===== config.mk =====
export PLATFORM = sky130hd
export DESIGN_NAME = i2c_regs_target
export DESIGN_NICKNAME = d
export VERILOG_FILES = /design/src/rtl/i2c_regs_target.sv
export SDC_FILE = /design/constraint.sdc
export NUM_CORES = 1
export LEC_CHECK = 0
export ABC_AREA = 1
export BUFFER_PORTS_ARGS = -buffer_cell sky130_fd_sc_hd__buf_2
export CAP_MARGIN = 20
export CORE_ASPECT_RATIO = 1.4
export CORE_MARGIN = 2
export CORE_UTILIZATION = 55
export CTS_BUF_LIST = sky130_fd_sc_hd__clkbuf_4 sky130_fd_sc_hd__clkbuf_8
export DETAILED_ROUTE_END_ITERATION = 8
export GPL_ROUTABILITY_DRIVEN = 0
export PLACE_DENSITY = 0.79
export SYNTH_ARGS = -nofsm -noshare
export SYNTH_HDL_FRONTEND = slang
export SYNTH_SLANG_ARGS = --single-unit

===== constraint.sdc =====
create_clock -name clk -period 2.2 [get_ports clk]
set_clock_uncertainty 0.2 [all_clocks]
set_input_delay 0.33 -clock clk [delete_from_list [all_inputs] [get_ports clk]]
set_output_delay 0.33 -clock clk [all_outputs]
set_load 0.01 [all_outputs]

===== src/rtl/i2c_regs_target.sv =====
module i2c_regs_target #(
  parameter logic [3:0] ADDR_HI = 4'b1100
) (
  input  logic       clk,
  input  logic       rst_n,
  input  logic       scl_i,
  input  logic       sda_i,
  input  logic [2:0] strap,
  input  logic [7:0] in_port,
  output logic       sda_oe,
  output logic       wr_stb,
  output logic [2:0] wr_idx,
  output logic [7:0] wr_data,
  output logic [7:0] rate0_div,
  output logic [7:0] rate0_duty,
  output logic [7:0] rate1_div,
  output logic [7:0] rate1_duty,
  output logic [7:0] sel_lo,
  output logic [7:0] sel_hi
);

  localparam logic [2:0] ST_IDLE = 3'd0;
  localparam logic [2:0] ST_ADDR = 3'd1;
  localparam logic [2:0] ST_WR   = 3'd2;
  localparam logic [2:0] ST_ACK  = 3'd3;
  localparam logic [2:0] ST_RD   = 3'd4;
  localparam logic [2:0] ST_MACK = 3'd5;

  logic [1:0] scl_s, sda_s;
  logic [2:0] scl_h, sda_h;
  logic       scl_q, sda_q, scl_d, sda_d;

  always_ff @(posedge clk or negedge rst_n) begin
    if (!rst_n) begin
      scl_s <= '1; sda_s <= '1;
      scl_h <= '1; sda_h <= '1;
      scl_q <= 1'b1; sda_q <= 1'b1;
      scl_d <= 1'b1; sda_d <= 1'b1;
    end else begin
      scl_s <= {scl_s[0], scl_i};
      sda_s <= {sda_s[0], sda_i};
      scl_h <= {scl_h[1:0], scl_s[1]};
      sda_h <= {sda_h[1:0], sda_s[1]};
      scl_q <= (scl_h[0] & scl_h[1]) | (scl_h[0] & scl_h[2]) | (scl_h[1] & scl_h[2]);
      sda_q <= (sda_h[0] & sda_h[1]) | (sda_h[0] & sda_h[2]) | (sda_h[1] & sda_h[2]);
      scl_d <= scl_q;
      sda_d <= sda_q;
    end
  end

  wire scl_r = scl_q & ~scl_d;
  wire scl_f = ~scl_q & scl_d;
  wire start = scl_q & scl_d & sda_d & ~sda_q;
  wire stop  = scl_q & scl_d & ~sda_d & sda_q;

  logic [2:0] st;
  logic [3:0] cnt;
  logic [7:0] sh;
  logic       rw, first, ai, mack;
  logic [2:0] ptr;
  logic [7:0] cfg [0:7];

  wire  [2:0] nptr   = ai ? ptr + 3'd1 : ptr;
  wire  [7:0] rd_cur = (ptr == 3'd0) ? in_port : (ptr == 3'd7) ? 8'h00 : cfg[ptr];
  wire  [7:0] rd_nxt = (nptr == 3'd0) ? in_port : (nptr == 3'd7) ? 8'h00 : cfg[nptr];

  always_ff @(posedge clk or negedge rst_n) begin
    if (!rst_n) begin
      st <= ST_IDLE; cnt <= '0; sh <= '0;
      rw <= 1'b0; first <= 1'b0; ai <= 1'b0; mack <= 1'b0; ptr <= '0;
      sda_oe <= 1'b0; wr_stb <= 1'b0; wr_idx <= '0; wr_data <= '0;
      for (int i = 0; i < 8; i++) cfg[i] <= '0;
    end else begin
      wr_stb <= 1'b0;
      if (start) begin
        st <= ST_ADDR; cnt <= '0; sda_oe <= 1'b0;
      end else if (stop) begin
        st <= ST_IDLE; sda_oe <= 1'b0;
      end else begin
        case (st)
          ST_ADDR, ST_WR: begin
            if (scl_r) begin
              sh  <= {sh[6:0], sda_q};
              cnt <= cnt + 4'd1;
            end else if (scl_f && cnt == 4'd8) begin
              if (st == ST_ADDR) begin
                if (sh[7:1] == {ADDR_HI, strap}) begin
                  sda_oe <= 1'b1; rw <= sh[0]; first <= 1'b1; st <= ST_ACK;
                end else begin
                  st <= ST_IDLE;
                end
              end else begin
                sda_oe <= 1'b1; st <= ST_ACK;
                if (first) begin
                  ai <= sh[4]; ptr <= sh[2:0]; first <= 1'b0;
                end else begin
                  if (ptr != 3'd0 && ptr != 3'd7) begin
                    cfg[ptr] <= sh; wr_stb <= 1'b1; wr_idx <= ptr; wr_data <= sh;
                  end
                  ptr <= nptr;
                end
              end
            end
          end
          ST_ACK: if (scl_f) begin
            cnt <= '0;
            if (rw) begin
              sh <= rd_cur; sda_oe <= ~rd_cur[7]; st <= ST_RD;
            end else begin
              sda_oe <= 1'b0; st <= ST_WR;
            end
          end
          ST_RD: begin
            if (scl_r) cnt <= cnt + 4'd1;
            else if (scl_f) begin
              if (cnt == 4'd8) begin
                sda_oe <= 1'b0; st <= ST_MACK;
              end else begin
                sh <= {sh[6:0], 1'b0}; sda_oe <= ~sh[6];
              end
            end
          end
          ST_MACK: begin
            if (scl_r) mack <= ~sda_q;
            else if (scl_f) begin
              if (mack) begin
                ptr <= nptr; sh <= rd_nxt; sda_oe <= ~rd_nxt[7]; cnt <= '0; st <= ST_RD;
              end else begin
                st <= ST_IDLE;
              end
            end
          end
          default: ;
        endcase
      end
    end
  end

  assign rate0_div  = cfg[1];
  assign rate0_duty = cfg[2];
  assign rate1_div  = cfg[3];
  assign rate1_duty = cfg[4];
  assign sel_lo     = cfg[5];
  assign sel_hi     = cfg[6];

endmodule


### Yosys cells after proc, flatten, opt, wreduce, memory -nomap -nowiden

Cells that the tools add are included.

* bits in registers: 113
* input port bits: 15
* output and inout port bits: 61
* logic and storage cells: 204

* add/subtract/negate cells: 2
* magnitude comparators: 3
* eq/ne operators: 39
* muxes and demuxes: 79
* bitwise gates (word level): 31
* reduce and logical (&&, ||, !) cells: 22

Operator list (count)
* $mux W8: 18
* $bwmux W64: 1
* $mux W3: 21
* $bmux W8 S3: 2
* $ne A4 B4 Y1 const B: 9
* $pmux W8 S4: 1
* $mux W4: 7
* $ne A2 B2 Y1 const B: 13
* $demux W8 S3: 1
* $mux W1: 23
* $reduce_and A7 Y1: 3
* $reduce_and A9 Y1: 2
* $ne A3 B3 Y1 const B: 5
* $and A1 B1 Y1: 13
* $eq A3 B3 Y1 const B: 4
* $not A1 Y1: 12
* $pmux W3 S4: 1
* $pmux W4 S3: 1
* $reduce_and A12 Y1: 1
* $reduce_and A10 Y1: 1
* $ge A4 B4 Y1 const B: 2
* $not A3 Y4: 2
* $reduce_and A8 Y1: 1
* $reduce_bool A4 Y1: 2
* other kinds (23): 30

### Logic depth before layout (Yosys ltp)

Gate-level depths: netlist (run 1).

* depth after elaboration: 15
* mapped depth: 17
* depth with buffers taken out: 14

### Least setup slack after synthesis (run 1)

Ideal clock, no wire load.

* path kind: register -> register
* from: register ptr[0]
* to: register cfg (netlist bit sel_lo[1])
* library setup time: 0.117 ns
* arrival time: 2.087 ns
* required time: 1.883 ns
* slack: -0.204 ns
* stages on the path, launching flop included: 15
* buffers on the path: 4
* clock period less this slack: 2.404 ns
* cells stage by stage: dfrtp_1 > buf_2 > inv_1 > buf_4 > buf_4 > ha_1 > nand2_4 > nand2_2 > nor4_2 > nand2_2 > buf_6 > nor2_8 > nand2_2 > nand2_1 > nand2_1

* longest elaborated chain between the ends: 6
* elaborated cells on any way between the ends: 11
* those cells by class: order compare: 2; eq/ne: 1; mux: 3; bitwise: 1; reduce/logical: 4

RTL lines
* start, declared: line 60 `logic [2:0] ptr;`
* start signal, assigned: line 100 `ptr <= nptr;`
* $not A3 Y4 (not written as such): line 98 `cfg[ptr] <= sh; wr_stb <= 1'b1; wr_idx <= ptr; wr_data <= sh;`
* $ge A4 B4 Y1 (not written as such) or $lt A4 B1 Y1 (tied branches): line 98
* $logic_and A1 B1 Y1 (not written as such): line 98
* $mux W8 (not written as such): line 98
* $demux W8 S3: line 98
* $bwmux W64: line 98
* end signal, assigned by index: line 98
* end, declared: line 61 `logic [7:0] cfg [0:7];`

Parallel ways exist; a longest one is shown, timed or not.
A chain may end at the register's enable or synchronous reset.

### Worst setup path in the final report (run 1)

* from: register ptr[0]
* to: register sh[3]

* longest elaborated chain between the ends: 12
* elaborated cells on any way between the ends: 24
* those cells by class: add/sub: 1; eq/ne: 2; mux: 17; bitwise: 2; reduce/logical: 2

RTL lines
* $add A3 B1 Y3: line 63 `wire [2:0] nptr = ai ? ptr + 3'd1 : ptr;`
* $mux W3: line 63
* $not A3 Y4 (not written as such): line 65 `wire [7:0] rd_nxt = (nptr == 3'd0) ? in_port : (nptr == 3'd7) ? 8'h00 : cfg[nptr];`
* $bmux W8 S3: line 65
* $mux W8 (not written as such) (2 in a row): line 65
* $mux W8 (2 in a row): line 65
* $mux W8: line 126 `if (mack) begin`
* $mux W8: line 125 `else if (scl_f) begin`
* $mux W8: line 124 `if (scl_r) mack <= ~sda_q;`
* $pmux W8 S4 (*): line 80 `case (st)`
* end signal, assigned: line 83 `sh <= {sh[6:0], sda_q};`
* end signal, assigned: line 119 `sh <= {sh[6:0], 1'b0}; sda_oe <= ~sh[6];`
* end, declared: line 58 `logic [7:0] sh;`

Every way passes the cells marked *; elsewhere a longest branch is shown, timed or not. The select of a mux whose other input is x is not followed.

==> out/results.tsv, run 1 <==
metric	value	unit
vias in the first global route	6338	
Slew @ Worst Pin	0.612	ns
DR pass1 iterations	7	
endpoints failing setup	0	
max-cap viol count	0	
wire per inst	17.2	um
RR Startpoint	ptr[0]$_DFFE_PN0P_	
DRT antenna net count	0	
Setup TNS Final	0	ns
data required time at the worst endpoint	2.39	ns
cell mode on critical path	nand2_1	
GRT Residual Overflow	0	
Mapped Cells	965	
core area	12200	sq um
switch share	37.1	%
clock sink count	113	
final hold violation count	0	
sink of the worst hold path	sh[6]$_DFFE_PN0P_	
hpwl dp	14500	um
# nets final	1069	
WP buf/inv	4	
top post-synthesis cells by area	dfrtp_1 37%, nand2_1 23%, inv_1 6.1%	
1st-iter DRT viols	693	
top_reg_cell synth	dfrtp_1	
Antenna Cells	0	
Synth Cell Area	6790	sq um
count leader, synth	nand2_1	
RSZ-0062 raised after global routing	yes	
first-pass GRT wire length	32000	um
DRC Markers	0	
Seq pwr share	35.7	%
reg2reg path depth	15	
clock power share	32.7	%
slew margin rel.	59.2	%
crit share post-route	99.5	%
fin crit period	2.19	ns
CTS tree	done	
die height	135	um
Final Max Slew Viols	0	
H-Tree Level Count	4	
Worst-path clk slew	0.07	ns
Sw Pwr	2.47	mW
PD cells	823	nW/um^2
EDFF count, synth	0	
placed cells	1167	
syn nets	985	
reg-to-reg critical path endpoint	sh[3]$_DFFE_PN0P_	
fmax	457	MHz
post-place setup slack	-0.0843	ns
worst hold path cell count	7	
Pwr Total	6.66	mW
Ys Warns	0	
HP Class	in -> reg	
I/O Buffers	75	
routed vias/inst	5.45	
total die area	13300	sq um
Tot GR Track Use	31.3	%
syn avg cell area	7.03	sq um
pin count of the biggest net entering global routing	114	
synth cell count leaders	407 x nand2_1, 111 x inv_1, 99 x dfrtp_1	
Initial Util	55.7	%
site row count	48	
clock root cell	clkbuf_8	
total clock buffers created by CTS	17	
type of origin of the critical path	flop	
synthesis-to-finish area growth	19.3	%
non-filler cells, final	1212	
area leader, netlist	dfrtp_1	
crit-path cells	buf_6, inv_8, ha_4, nand2_4, nand2_4, nor2_4, buf_4, nand2_1, nand2_1, nor2_1, nor2_1, nand2_1, nand3_1, nand2_1, inv_1	
Clock Latency Late Sink	0.44	ns
layout cells sized above 1	22.4	%
Comb power frac	31.5	%
Critical Path Sink Type	flop	
post-route setup slack	0.0109	ns
initial antenna violation count	0	
# IOs	76	
hold_sp	in_port[6]	
Lkg Pwr	4.52	nW
Crit Path Class	reg -> reg	
Pint	4.19	mW
Critical Path Max Stage Delay	0.40	ns
Slowest-stage cell, CP	dfrtp_1	
Yosys top cell area share	36.5	%
DIE WIDTH	97.9	um
Vias	6604	
ys async rst share	100	%
CP delay by family, top	simple AND/OR/NAND/NOR gates	
Synth cell types	35	
post-synthesis sequential area ratio	41.9	%
R2R setup slack	0.01	ns
Seq cells post-synth	113	
run status	finished clean	
aggregate routed wire length	20900	um
Clock Tree Buf Depth	2	
FILL cells	1074	
Critical Path AT	2.37	ns
Critical Path Fanout Max	7	
worst vdd ir	0.000439	V
## worst min-delay path, stage by stage
cell and delay, ns:
buf_2 0.11, nand2_1 0.06, nand2_1 0.06, nand2_1 0.04
nand3_1 0.07, nand2_1 0.05, inv_1 0.04
## area by class of cell
cell class	instances	area [sq um]	share of cell area, %
clock buffers	19	255	3.15
clock inverters	13	185	2.29
inverters	115	442	5.46
multi-input cells	660	3110	38.5
flip-flops and latches	113	2850	35.2
well taps	150	188	2.32
repair buffers	142	1060	13.1
## placed cells by master (no fill, tap or decap), types with 14 or more instances in the layout
cell type  Yosys  layout
nor2_1        43      39
nand2_1      407     402
nand3_1       76      75
dfrtp_1       99      99
buf_4         52      51
clkbuf_8       0      18
inv_1        111     107
dfstp_2       14      14
o21ai_0       52      48
buf_2         15      74
## registers in the layout, summed over array words and instances, names as in the netlist, 2 cells and up
name	cells
cfg	16
wr_data	8
rate1_div	8
scl_h	3
wr_idx	3
rate0_div	8
sda_s	2
cnt	4
sda_h	3
st	3
sel_hi	8
sh	8
rate1_duty	8
scl_s	2
ptr	3
sel_lo	8
rate0_duty	8
## metrics by stage
stage	instance area, sq um	util (%)	hold slack, ns
2_1_floorplan	6860	-	-0.166
4_1_cts	7920	64.9	0.126
3_3_place_gp	7400	60.7	0.146
3_5_place_dp	7400	60.7	0.147
6_report	8090	66.4	0.142
5_1_grt	8090	66.4	0.159
## layer usage
metal	global-route usage (%)	share of wire, %
met4	22.3	8.1
met5	0	0
met1	35.4	37
met3	6.81	7.1
met2	52.2	48
## worst max path at each step
stage                            start  slack [ns]                   endpoint  cells past startpoint
CTS                 cnt[0]$_DFFE_PN0P_        0.01   rate1_div[6]$_DFFE_PN0P_                     11
detailed placement  ptr[1]$_DFFE_PN0P_       -0.08      sel_hi[3]$_DFFE_PN0P_                     11
finish              ptr[0]$_DFFE_PN0P_        0.01          sh[3]$_DFFE_PN0P_                     15
global route        ptr[0]$_DFFE_PN0P_       -0.09  rate0_duty[6]$_DFFE_PN0P_                     10
floorplan           ptr[0]$_DFFE_PN0P_       -0.08      sel_lo[7]$_DFFE_PN0P_                     14
global placement    ptr[0]$_DFFE_PN0P_        0.01      sel_hi[0]$_DFFE_PN0P_                     11
## cells by family after synthesis
group                    share of synthesized area (%)
buffers and inverters                             13.9
AO/OA/AOI/OAI                                     5.94
XOR/XNOR                                         0.645
adder cells (fa/ha/maj)                           1.22
AND/OR/NAND/NOR                                   36.3
flip-flops                                        41.9
## power groups by stage
stage,Combinational (mW),Sequential [mW],Clock (mW)
6_report,2.10,2.38,2.18
5_1_grt,2.30,2.40,2.29
4_1_cts,2.05,2.37,2.20
3_5_place_dp,2.03,2.41,0
3_3_place_gp,2.01,2.40,0
2_1_floorplan,1.22,2.37,0
## repair_timing
action | 4_1_cts | 5_1_grt
resized for setup | 3 | 30
endpoints found under the hold margin | 101 | 0
buffers inserted | 3 | 5
cloned | 0 | 3
hold buffers | 3 | 0
pin swaps | 6 | 16
setup endpoints to repair | 64 | 86
Note: power is estimated with default switching activity, not from simulation.
==> inputs of run 2 (changes only) <==
Settings changed: CORE_MARGIN 2 to 1, CORE_UTILIZATION 55 to 60, PLACE_DENSITY 0.79 to 0.81.
Clock period 2.2 ns to 2.8 ns, I/O delays scaled along.
==> run 2 against run 1 <==
Via count fell by 3.6%; combinational power shrank 35%; maximum frequency down 12%; die area down 11%; core utilization is 2.3 points higher; clock power fell by 17%; sequential share of layout area up 2.8 points; register-to-register slack gained 0.30 ns; setup slack improved by 0.30 ns; sequential power down 17%; worst hold slack gained 0.014 ns; sequential cell count is the same; critical path type unchanged; largest cell class unchanged; largest power group unchanged.
==> out/results.tsv, run 2 (synthesis gave the netlist of run 1 again) <==
metric	value	unit	change
Critical Path Sink Type	flop		
commonest non-fill, non-tap cell in the layout	nand2_1		
run status	finished clean		
Clock Tree Buf Depth	2		unchanged
DIE WIDTH	91.9	um	-6.1%
synthesis-to-finish area growth	10.5	%	
layout cells sized above 1	17.4	%	-5.0 points
Post-CTS Hold Buffers	3		unchanged
type of origin of the critical path	flop		
Crit Path Class	reg -> reg		
H-Tree Level Count	4		unchanged
post-place setup slack	0.366	ns	+0.450 ns
cts repair resizes	0		-3
core area	10900	sq um	-10%
pin count of the biggest net entering global routing	50		-56%
Initial Util	62.1	%	+6.5 points
final hold violation count	0		unchanged
total clock buffers created by CTS	17		unchanged
DR pass1 iterations	8		+1
leading cell types in the layout, fill and taps excluded	407 x nand2_1, 111 x inv_1, 99 x dfrtp_1, 76 x nand3_1, 74 x buf_2		
worst vdd ir	0.000365	V	-17%
Slew @ Worst Pin	0.712	ns	+0.0998 ns
aggregate routed wire length	18900	um	-9.2%
Lkg Pwr	4.20	nW	-7.2%
hpwl dp	13300	um	-8.1%
# nets final	1026		-4.0%
Vias	6363		-3.6%
site row count	45		-6.3%
FILL cells	961		-11%
Tot GR Track Use	34.6	%	+3.3 points
Worst-path clk slew	0.07	ns	about the same
I/O Buffers	75		unchanged
Final Max Slew Viols	0		unchanged
DRC Markers	0		unchanged
Setup TNS Final	0	ns	unchanged
RSZ-0062 raised after global routing	no		
first-pass GRT wire length	30400	um	-4.9%
die height	128	um	-5.6%
slew margin rel.	52.1	%	-7.0 points
DRT antenna net count	0		unchanged
fmax	401	MHz	-12%
Critical Path AT	2.62	ns	+0.25 ns
GRT Residual Overflow	0		unchanged
endpoints failing setup	0		unchanged
Top reg by flops	cfg		
wire per inst	16.3	um	-5.2%
clock sink count	113		unchanged
Critical Path Fanout Max	49		+42
CTS tree	done		
max-cap viol count	0		unchanged
1st-iter DRT viols	552		-20%
crit share post-route	89.1	%	-10 points
initial antenna violation count	0		unchanged
Antenna Cells	0		unchanged
vias in the first global route	5971		-5.8%
total die area	11700	sq um	-11%
Clock Latency Late Sink	0.45	ns	about the same
fin crit period	2.49	ns	+0.305 ns
max reg flops	16		unchanged
# IOs	76		unchanged
data required time at the worst endpoint	2.93	ns	+0.54 ns
post-CTS setup buffers	0		-3
post-route setup slack	0.306	ns	+0.295 ns
clock root cell	clkbuf_8		
PD cells	687	nW/um^2	-17%
HP Class	reg -> reg		
routed vias/inst	5.49		+0.67%
==> run 2: cell types whose count changed in the layout (fill, tap and decap cells not counted), moves of 3 or more <==
cell / change
buf_4: -29
ha_1: +3
nand2_4: -6
nor2_1: +4
buf_12: -8
nand2_1: +5
o21ai_1: -3
o21ai_0: +4
inv_1: +4
==> run 2: metrics by stage <==
| stage | hold slack (ns) | area, sq um | instances | utilization (%) | total power, mW |
|---|---|---|---|---|---|
| 6_report | 0.155 | 7500 | 1160 | 68.6 | 5.15 |
| 5_1_grt | 0.159 | 7500 | 1160 | 68.6 | 5.40 |
| 4_1_cts | 0.157 | 7500 | 1160 | 68.6 | 5.12 |
| 3_5_place_dp | 0.147 | 7000 | 1125 | 64.1 | 3.31 |
| 3_3_place_gp | 0.145 | 7000 | 1125 | 64.1 | 3.29 |
| 2_1_floorplan | -0.0756 | 6790 | 965 | - | 2.82 |
==> run 2: report_power, final <==
group / internal, mW / total (mW) / switching (mW)
Clock: 1.13 / 1.81 / 0.681
Combinational: 0.399 / 1.37 / 0.969
Sequential: 1.77 / 1.97 / 0.201
Total: 3.30 / 5.15 / 1.85
==> run 2: worst max-delay path: stages (launching register included) <==
cell     delay (ns)
dfrtp_1        0.41
buf_4          0.47
nand2_1        0.10
nand2_1        0.29
buf_4          0.23
nand3_1        0.09
nand4_1        0.18
nand2_1        0.08
nand2_1        0.07
nand3_1        0.10
nand2_1        0.09
nand2_1        0.05
==> run 2: worst paths after layout <==
| path | slack, ns | endpoint | startpoint | cells past startpoint |
|---|---|---|---|---|
| worst min-delay path | 0.16 | sda_s[1]$_DFF_PN1_ | sda_s[0]$_DFF_PN1_ | 0 |
| worst min register to register | 0.16 | sda_s[1]$_DFF_PN1_ | sda_s[0]$_DFF_PN1_ | 0 |
| worst max register to register | 0.31 | sda_oe$_DFFE_PN0P_ | ptr[0]$_DFFE_PN0P_ | 11 |
| worst max-delay path | 0.31 | sda_oe$_DFFE_PN0P_ | ptr[0]$_DFFE_PN0P_ | 11 |
| min in group asynchronous | 0.34 | rate1_div[2]$_DFFE_PN0P_ | rst_n | 2 |
| max in group asynchronous | 1.28 | sda_h[2]$_DFF_PN1_ | rst_n | 3 |
==> run 2: metal layers <==
metal | wire length [um] | up-vias | GRT usage [%]
met5 | 0 | - | 0
met4 | 1090 | 0 | 23.0
met1 | 7340 | 2881 | 43.2
li1 | - | 3020 | -
met3 | 1610 | 84 | 6.64
met2 | 8910 | 378 | 54.5
==> run 2: layout make-up <==
type | count | area, sq um | share of cell area (%)
clock buffer | 22 | 284 | 3.79
clock inverter | 10 | 181 | 2.42
inverter | 115 | 432 | 5.76
multi-input combinational | 659 | 2990 | 39.9
sequential | 113 | 2850 | 37.9
tap | 141 | 176 | 2.35
timing repair buffer | 100 | 586 | 7.81
